## src/rtl/srl_pkg.sv

```systemverilog
package srl_pkg;

   function automatic int unsigned idx_bits(int unsigned depth);
      return (depth < 2) ? 1 : $clog2(depth);
   endfunction

   function automatic bit is_pow2(int unsigned v);
      return (v != 0) && ((v & (v - 1)) == 0);
   endfunction

endpackage

```

## src/rtl/srl_ptr.sv

```systemverilog
module srl_ptr #(
   parameter int unsigned ID_W = 4
) (
   input  logic            clk,
   input  logic            rst_n,
   input  logic            inc,
   input  logic            load,
   input  logic [ID_W-1:0] load_val,
   output logic [ID_W-1:0] ptr
);
   always_ff @(posedge clk or negedge rst_n) begin
      if (!rst_n)    ptr <= '0;
      else if (load) ptr <= load_val;
      else if (inc)  ptr <= ptr + 1'b1;
   end
endmodule

```

## src/rtl/srl_store.sv

```systemverilog
module srl_store #(
   parameter int unsigned DEPTH      = 8,
   parameter int unsigned ADDR_W     = 16,
   parameter int unsigned DATA_W     = 32,
   parameter bit          RESET_DATA = 1'b0,
   localparam int unsigned IDX_W     = srl_pkg::idx_bits(DEPTH),
   localparam int unsigned MASK_W    = DATA_W / 8
) (
   input  logic              clk,
   input  logic              rst_n,
   input  logic              we,
   input  logic [IDX_W-1:0]  widx,
   input  logic              wpoison,
   input  logic [ADDR_W-1:0] waddr,
   input  logic [DATA_W-1:0] wdata,
   input  logic [MASK_W-1:0] wmask,
   input  logic              fe,
   input  logic [IDX_W-1:0]  fidx,
   input  logic [DATA_W-1:0] fdata,
   input  logic [IDX_W-1:0]  ridx,
   output logic [ADDR_W-1:0] raddr,
   output logic [DATA_W-1:0] rdata,
   output logic [MASK_W-1:0] rmask,
   output logic              rpend
);
   logic [DEPTH-1:0]  pend_q;
   logic [ADDR_W-1:0] addr_q [DEPTH];
   logic [DATA_W-1:0] data_q [DEPTH];
   logic [MASK_W-1:0] mask_q [DEPTH];

   always_ff @(posedge clk or negedge rst_n) begin
      if (!rst_n) begin
         pend_q <= '0;
      end else begin
         for (int e = 0; e < DEPTH; e++) begin
            if (we && widx == IDX_W'(e))      pend_q[e] <= wpoison;
            else if (fe && fidx == IDX_W'(e)) pend_q[e] <= 1'b0;
         end
      end
   end

   generate
      if (RESET_DATA) begin : g_rst_data
         always_ff @(posedge clk or negedge rst_n) begin
            if (!rst_n) begin
               for (int e = 0; e < DEPTH; e++) begin
                  addr_q[e] <= '0;
                  data_q[e] <= '0;
                  mask_q[e] <= '0;
               end
            end else begin
               for (int e = 0; e < DEPTH; e++) begin
                  if (we && widx == IDX_W'(e)) begin
                     addr_q[e] <= waddr;
                     data_q[e] <= wdata;
                     mask_q[e] <= wmask;
                  end else if (fe && fidx == IDX_W'(e)) begin
                     data_q[e] <= fdata;
                  end
               end
            end
         end
      end else begin : g_plain_data
         always_ff @(posedge clk) begin
            for (int e = 0; e < DEPTH; e++) begin
               if (we && widx == IDX_W'(e)) begin
                  addr_q[e] <= waddr;
                  data_q[e] <= wdata;
                  mask_q[e] <= wmask;
               end else if (fe && fidx == IDX_W'(e)) begin
                  data_q[e] <= fdata;
               end
            end
         end
      end
   endgenerate

   assign raddr = addr_q[ridx];
   assign rdata = data_q[ridx];
   assign rmask = mask_q[ridx];
   assign rpend = pend_q[ridx];

   AST_FILL_TARGET: assert property (@(posedge clk) disable iff (!rst_n)
      fe |-> pend_q[fidx]);
endmodule

```

## src/rtl/srl_drain.sv

```systemverilog
module srl_drain (
   input  logic miss_returned,
   input  logic log_empty,
   input  logic head_pend,
   input  logic wr_ready,
   output logic wr_valid,
   output logic head_adv
);
   assign wr_valid = miss_returned && !log_empty && !head_pend;
   assign head_adv = wr_valid && wr_ready;
endmodule

```

## src/rtl/store_redo_log.sv

```systemverilog
module store_redo_log #(
   parameter int unsigned DEPTH      = 8,
   parameter int unsigned ADDR_W     = 16,
   parameter int unsigned DATA_W     = 32,
   parameter bit          RESET_DATA = 1'b0,
   localparam int unsigned IDX_W     = srl_pkg::idx_bits(DEPTH),
   localparam int unsigned ID_W      = IDX_W + 1,
   localparam int unsigned MASK_W    = DATA_W / 8
) (
   input  logic              clk,
   input  logic              rst_n,
   input  logic              alloc_valid,
   input  logic              alloc_poison,
   input  logic [ADDR_W-1:0] alloc_addr,
   input  logic [DATA_W-1:0] alloc_data,
   input  logic [MASK_W-1:0] alloc_mask,
   output logic              alloc_ready,
   output logic [ID_W-1:0]   alloc_id,
   input  logic              fill_valid,
   input  logic [ID_W-1:0]   fill_id,
   input  logic [DATA_W-1:0] fill_data,
   input  logic              miss_returned,
   input  logic              restart_valid,
   input  logic [ID_W-1:0]   restart_id,
   output logic              wr_valid,
   input  logic              wr_ready,
   output logic [ADDR_W-1:0] wr_addr,
   output logic [DATA_W-1:0] wr_data,
   output logic [MASK_W-1:0] wr_mask,
   output logic [ID_W-1:0]   head_id,
   output logic              empty
);
   generate
      if (!srl_pkg::is_pow2(DEPTH) || DEPTH < 2) begin : g_bad_depth
         $error("store_redo_log: DEPTH must be a power of two, at least 2");
      end
      if (DATA_W % 8 != 0 || DATA_W == 0) begin : g_bad_data
         $error("store_redo_log: DATA_W must be a non-zero multiple of 8");
      end
   endgenerate

   logic [ID_W-1:0] tail_q, head_q, occ;
   logic            full, alloc_fire, head_adv, head_pend;

   assign empty       = (tail_q == head_q);
   assign full        = (tail_q[IDX_W-1:0] == head_q[IDX_W-1:0]) &&
                        (tail_q[ID_W-1] != head_q[ID_W-1]);
   assign alloc_ready = !full && !restart_valid;
   assign alloc_fire  = alloc_valid && alloc_ready;
   assign alloc_id    = tail_q;
   assign head_id     = head_q;
   assign occ         = tail_q - head_q;

   srl_ptr #(.ID_W(ID_W)) i_tail (
      .clk(clk), .rst_n(rst_n), .inc(alloc_fire),
      .load(restart_valid), .load_val(restart_id), .ptr(tail_q)
   );

   srl_ptr #(.ID_W(ID_W)) i_head (
      .clk(clk), .rst_n(rst_n), .inc(head_adv),
      .load(1'b0), .load_val('0), .ptr(head_q)
   );

   srl_store #(
      .DEPTH(DEPTH), .ADDR_W(ADDR_W), .DATA_W(DATA_W), .RESET_DATA(RESET_DATA)
   ) i_store (
      .clk(clk), .rst_n(rst_n),
      .we(alloc_fire), .widx(tail_q[IDX_W-1:0]), .wpoison(alloc_poison),
      .waddr(alloc_addr), .wdata(alloc_data), .wmask(alloc_mask),
      .fe(fill_valid), .fidx(fill_id[IDX_W-1:0]), .fdata(fill_data),
      .ridx(head_q[IDX_W-1:0]),
      .raddr(wr_addr), .rdata(wr_data), .rmask(wr_mask), .rpend(head_pend)
   );

   srl_drain i_drain (
      .miss_returned(miss_returned), .log_empty(empty), .head_pend(head_pend),
      .wr_ready(wr_ready), .wr_valid(wr_valid), .head_adv(head_adv)
   );

   AST_NO_OVERFLOW: assert property (@(posedge clk) disable iff (!rst_n)
      occ <= ID_W'(DEPTH));
   AST_DRAIN_GATED: assert property (@(posedge clk) disable iff (!rst_n)
      wr_valid |-> miss_returned);
   AST_HEAD_STEP: assert property (@(posedge clk) disable iff (!rst_n)
      (wr_valid && wr_ready) |=> (head_id == $past(head_id) + 1'b1));
   AST_RESTART_TAIL: assert property (@(posedge clk) disable iff (!rst_n)
      restart_valid |=> (alloc_id == $past(restart_id)));
   AST_WR_HOLD: assert property (@(posedge clk) disable iff (!rst_n)
      (wr_valid && !wr_ready) |=> (wr_valid && $stable(wr_addr) &&
                                    $stable(wr_data) && $stable(wr_mask)));
endmodule

```

## config.mk

```make
export PLATFORM = sky130hd
export DESIGN_NAME = store_redo_log
export DESIGN_NICKNAME = d
export VERILOG_FILES = /design/src/rtl/srl_pkg.sv /design/src/rtl/srl_ptr.sv /design/src/rtl/srl_store.sv /design/src/rtl/srl_drain.sv /design/src/rtl/store_redo_log.sv
export SDC_FILE = /design/constraint.sdc
export NUM_CORES = 1
export LEC_CHECK = 0
export ABC_CLOCK_PERIOD_IN_PS = 3850
export CORE_MARGIN = 3
export CORE_UTILIZATION = 35
export DETAILED_ROUTE_END_ITERATION = 6
export GPL_TIMING_DRIVEN = 0
export PLACE_DENSITY = 0.63
export SLEW_MARGIN = 40
export SYNTH_ARGS = -nofsm -noshare
export SYNTH_HDL_FRONTEND = slang
export SYNTH_SLANG_ARGS = --single-unit
```

## constraint.sdc

```tcl
create_clock -name clk -period 3.85 [get_ports clk]
set_input_delay 1.155 -clock clk [delete_from_list [all_inputs] [get_ports clk]]
set_output_delay 1.155 -clock clk [all_outputs]
set_load 0.01 [all_outputs]
```

# Word-level counts from Yosys, hierarchy flattened
# Memory sizes are Yosys's and may differ from the RTL's.
# Index checks and enable logic that the tools add are counted.
# word_totals
inputBits,100
register_bits,16
mem_count,3
wordCells,202
output_inout_bits,63
ram_bits,416
# memory_table
memory,words,word_bits,rd,rd_clocked_by_memory_dff,write_ports,line_no,text
i_store.data_q,8,32,1,0,8,srl_store.sv:28,logic [DATA_W-1:0] data_q [DEPTH];
i_store.addr_q,8,16,1,0,1,srl_store.sv:27,logic [ADDR_W-1:0] addr_q [DEPTH];
i_store.mask_q,8,4,1,0,1,srl_store.sv:29,logic [MASK_W-1:0] mask_q [DEPTH];
# op_classes
mux,110
n_bitwise,8
add_sub_neg,2
reduce_logical,51
order_cmp,1
n_eq_ne,17
# ops
op,count
two-way mux 32 bit,8
two-way mux 16 bit,7
OR reduction 16 bit,7
two-way mux 1 bit,71
two-way mux 3 bit,14
two-way mux 4 bit,9
OR reduction 4 bit,7
== test 3 bit (second input constant),8
logical AND 1 bit,22
nonzero test 2 bit,9
== test 3 x 2 -> 1 bit (second input constant),4
adder 4 x 1 -> 4 bit (second input constant),2
bitwise OR 1 bit,8
== test 3 x 1 -> 1 bit (second input constant),2
zero test 3 bit,2
== test 4 bit,1
zero test 1 bit,4
< comparator 3 x 4 -> 1 bit (second input constant),1
binary-select mux 1 bit (select 3 bit),1
== test 3 bit,1
inequality test 1 bit,1

# Logic depth before layout (Yosys ltp)
# depth
ltp_word,16
mapped_depth,8
mapped_depth_nobuf,6

# Cells and area by module
# A second synthesis with hierarchy kept.
# hier_totals
cells_unflattened,1002
hier_area_um2,20026.7
# modules_own_cells
module,seq_area_each_um2,instances,cells_each,area_each_um2
srl_store,12692.2,1,955,19528.7
srl_ptr,100.1,2,18,202.7
store_redo_log,0.0,1,9,72.6
srl_drain,0.0,1,2,20.0

# Worst setup path before layout
# No wires, ideal clock.
# synth_timing
path_kind,input to register
start,input restart_valid
end,"memory i_store.data_q[0][0], enable pin"
path_buffers,0
required_ns,3.384
setup_time_ns,0.466
setup_slack_ns,-0.288
cell_stages,2
arrival_time_ns,3.672
path_cell_list,nand4bb_1 -> o21ai_0
# synth_rtl
item,line_no,text
"start, declared",store_redo_log.sv:23,"input logic restart_valid,"
"end, declared",srl_store.sv:28,

# Worst setup path in the final report
# layout_timing
start,register i_head.ptr[0]
end,output wr_addr[12]
# layout_between
elab_chain_len,1
# layout_lines
item,line_no,text
"start, declared",srl_ptr.sv:9,output logic [ID_W-1:0] ptr
"start signal, assigned",srl_ptr.sv:13,else if (load) ptr <= load_val;
"start signal, assigned",srl_ptr.sv:14,else if (inc) ptr <= ptr + 1'b1;
memory (8 x 16 bit),--,
"end, declared",store_redo_log.sv:27,"output logic [ADDR_W-1:0] wr_addr,"
# No other way between the ends.

==> impl_metrics.yaml <==
job:
  drv_cap: 0
sta:
  relSlewSlack: 0.590
  setup_tns_ns: 0
  maxSlewViolCount: 0
  max_freq_ghz: 0.265
  setup_ws_ns: 0.0733
  hold_violations: 0
  rsz0062_at_grt: "no"
  fin_skew_ns: 0.0143
  fin_crit_sh: 0.981
  worst_pin_slew_ns: 0.614
  period_minus_slack_ns: 3.78
  setup_viol: 0
final_layout:
  drive_gt1_frac: 0.475
  syn2layout_area_growth_pct: 25.1
  nNetsFinal: 1399
  nFillCells: 5073
  final_cell_mix: "edfxtp_1 (416), mux2_4 (183), mux2_2 (127)"
  finalInstanceArea_um2: 26200
  layout_commonest_cell: "edfxtp_1"
  multi_input_area_um2: 7540
  final-instance-count-excl-fill: 2102
  regArea_um2: 12900
  fin_util: 0.443
synth:
  synth_edf_count: 416
  synth_cell_types: 37
  synthArstFlopShare: 0.0370
  synthFlopType: "edfxtp_1"
  synth_warnings: 0
  synth-seq-area-share: 0.616
  syn_area_um2: 20900
  synth_cells: 1029
  syn_avg_cell_area_um2: 20.3
  ys_seq_elements: 432
  syn-num-nets: 1136
route:
  vias: 10900
  ant_nets: 0
  first_pass_iters: 5
  vias_per_cell: 5.18
  drtIter0Drc: 848
  wire_per_inst_um: 26.1
  drt-total-wl_um: 54800
  drcViolationCount: 0
floorplan:
  die_height_um: 251
  die_area_um2: 62800
  core_area_um2: 59100
  start_util: 0.354
  rows: 89
  pin_count: 163
  die-width_um: 251
placed_design:
  post-place-ws_ns: -0.309
  postPlaceCellArea_um2: 24200
  numPortBuffers: 161
  dp_cells: 1994
  dp_hpwl_um: 36700
  finalWeightedCongestion: 0.823
power:
  power_per_cell_area_nw_per_um2: 602
  ir_worst_vdd_v: 0.000348
  total_leakage_power_nw: 9.59
global_routing:
  overflow: 0
  grt_pass1_vias: 11300
  grt_pass1_wl_um: 79800
  antenna_found_initial: 9
  grt_usage: 0.174
  grt_max_degree: 21
setup_path:
  start_kind: "register"
  crit_fanout: 7
  endpoint_kind: "output pin"
  cp.required_ns: 2.69
  crit_arrival_ns: 2.62
  critPathKind: "reg -> out"
clock_network:
  cts_tree: "yes"
  clkTransAtPathRegs_ns: 0.06
  cts_buffers: 48
  clock_sinks: 432
  clock_tree.buffer_depth: 3
  cts_hold_buf: 0
  clk_latency_ns: 0.59
  cts_htree_levels: 2
  cts-root-buf: "clkbuf_16"
status:
  status: "completed"
min_path:
  min_path_type: "in -> async"
Yosys cell counts, types with 2 or more instances:
| library cell | count | area (um^2) |
|---|---|---|
| buf_2 | 8 | 40.0 |
| nand3_1 | 8 | 40.0 |
| mux4_2 | 106 | 2390 |
| inv_1 | 8 | 30.0 |
| nand2_1 | 21 | 78.8 |
| nand4_1 | 5 | 31.3 |
| nand4bb_1 | 3 | 33.8 |
| nor2_1 | 4 | 15.0 |
| mux2i_1 | 3 | 30.0 |
| a31o_2 | 2 | 17.5 |
| ha_1 | 7 | 87.6 |
| a21oi_1 | 3 | 15.0 |
| xnor2_1 | 7 | 61.3 |
| a41oi_2 | 6 | 97.6 |
| buf_1 | 2 | 7.51 |
| nand4b_1 | 4 | 35.0 |
| and2b_2 | 3 | 26.3 |
| clkbuf_1 | 20 | 75.1 |
| mux2_2 | 130 | 1460 |
| buf_6 | 16 | 180 |
| o21ai_0 | 15 | 75.1 |
| edfxtp_1 | 416 | 12500 |
| and3_1 | 2 | 12.5 |
| or2_1 | 6 | 37.5 |
| mux2_4 | 180 | 2700 |
| buf_12 | 18 | 360 |
| dfrtp_1 | 16 | 400 |
layout make-up:
type,count,area share
Tap cell,773,0.0369
Buffer,65,0.0373
Timing Repair Buffer,214,0.0869
Multi-Input combinational cell,523,0.288
Clock buffer,60,0.0484
Inverter,8,0.00115
Antenna cell,4,0.000382
Sequential cell,432,0.492
Clock inverter,23,0.00912
power by group:
group / internal [mW] / leakage (nW) / switching (mW) / total [mW]
clock network: 2.60 / 0.741 / 1.84 / 4.45
registers: 5.44 / 3.98 / 0.105 / 5.55
logic: 3.06 / 4.87 / 2.74 / 5.79
total: 11.1 / 9.59 / 4.68 / 15.8
sequential cells by signal, indices dropped and copies added, names as in the netlist:
signal,flops
i_store.data_q,256
i_store.addr_q,128
i_store.mask_q,32
i_store.pend_q,8
i_head.ptr,4
i_tail.ptr,4
worst max-delay path, stage by stage (launching register included):
cell	delay [ns]
dfrtp_2	0.42
buf_12	0.13
buf_16	0.14
clkbuf_16	0.17
buf_4	0.13
mux4_2	0.48
mux2_2	0.28
dlygate4sd2_1	0.29
routing by layer:
layer,GRT usage,part of all wire,wire [um],up-vias
met1,0.228,0.43,23400,5712
met3,0.0357,0.057,3140,85
met5,0,0.00095,52,-
met4,0.0472,0.022,1210,8
met2,0.296,0.49,27000,311
li1,-,-,-,4772
worst paths after layout:
| kind | from | end | slack [ns] | cells after the start |
|---|---|---|---|---|
| max reg2reg | i_tail.ptr[0] | i_store.data_q[4][11] | 0.97 | 9 |
| max in group asynchronous | rst_n | i_head.ptr[0] | 3.00 | 1 |
| max | i_head.ptr[0] | wr_addr[12] | 0.07 | 7 |
| min in group clk | i_store.pend_q[7] | i_store.pend_q[7] | 0.53 | 2 |
| min | rst_n | i_store.pend_q[4] | 0.51 | 1 |
| min reg2reg | i_store.pend_q[7] | i_store.pend_q[7] | 0.53 | 2 |
cell families (layout without fill, tap and decap cells):
family                     Yosys count  in the layout  share of synthesized area
other                                0              4                          0
xor gates and xnor gates             8              8                    0.00424
and+or+nand+nor                     60             60                     0.0164
adders and majority gates            7              7                    0.00418
AOI/OAI and AO/OA                   29             29                     0.0109
muxes                              419            419                      0.314
buffers and inverters               74            370                     0.0341
DFF                                432            432                      0.616
stage by stage:
step,hold WS [ns],power (mW)
6_report,0.513,15.8
5_1_grt,0.510,16.5
4_1_cts,0.534,15.9
3_5_place_dp,0.526,11.1
3_3_place_gp,0.519,11.0
2_1_floorplan,0.499,8.72
timing repair:
item,4_1_cts,5_1_grt
gates cloned,1,0
gates resized for setup,148,3
setup buffers,13,8
setup endpoints to repair,55,10
pin swaps,0,1
Power figures use the tool's default switching activity.
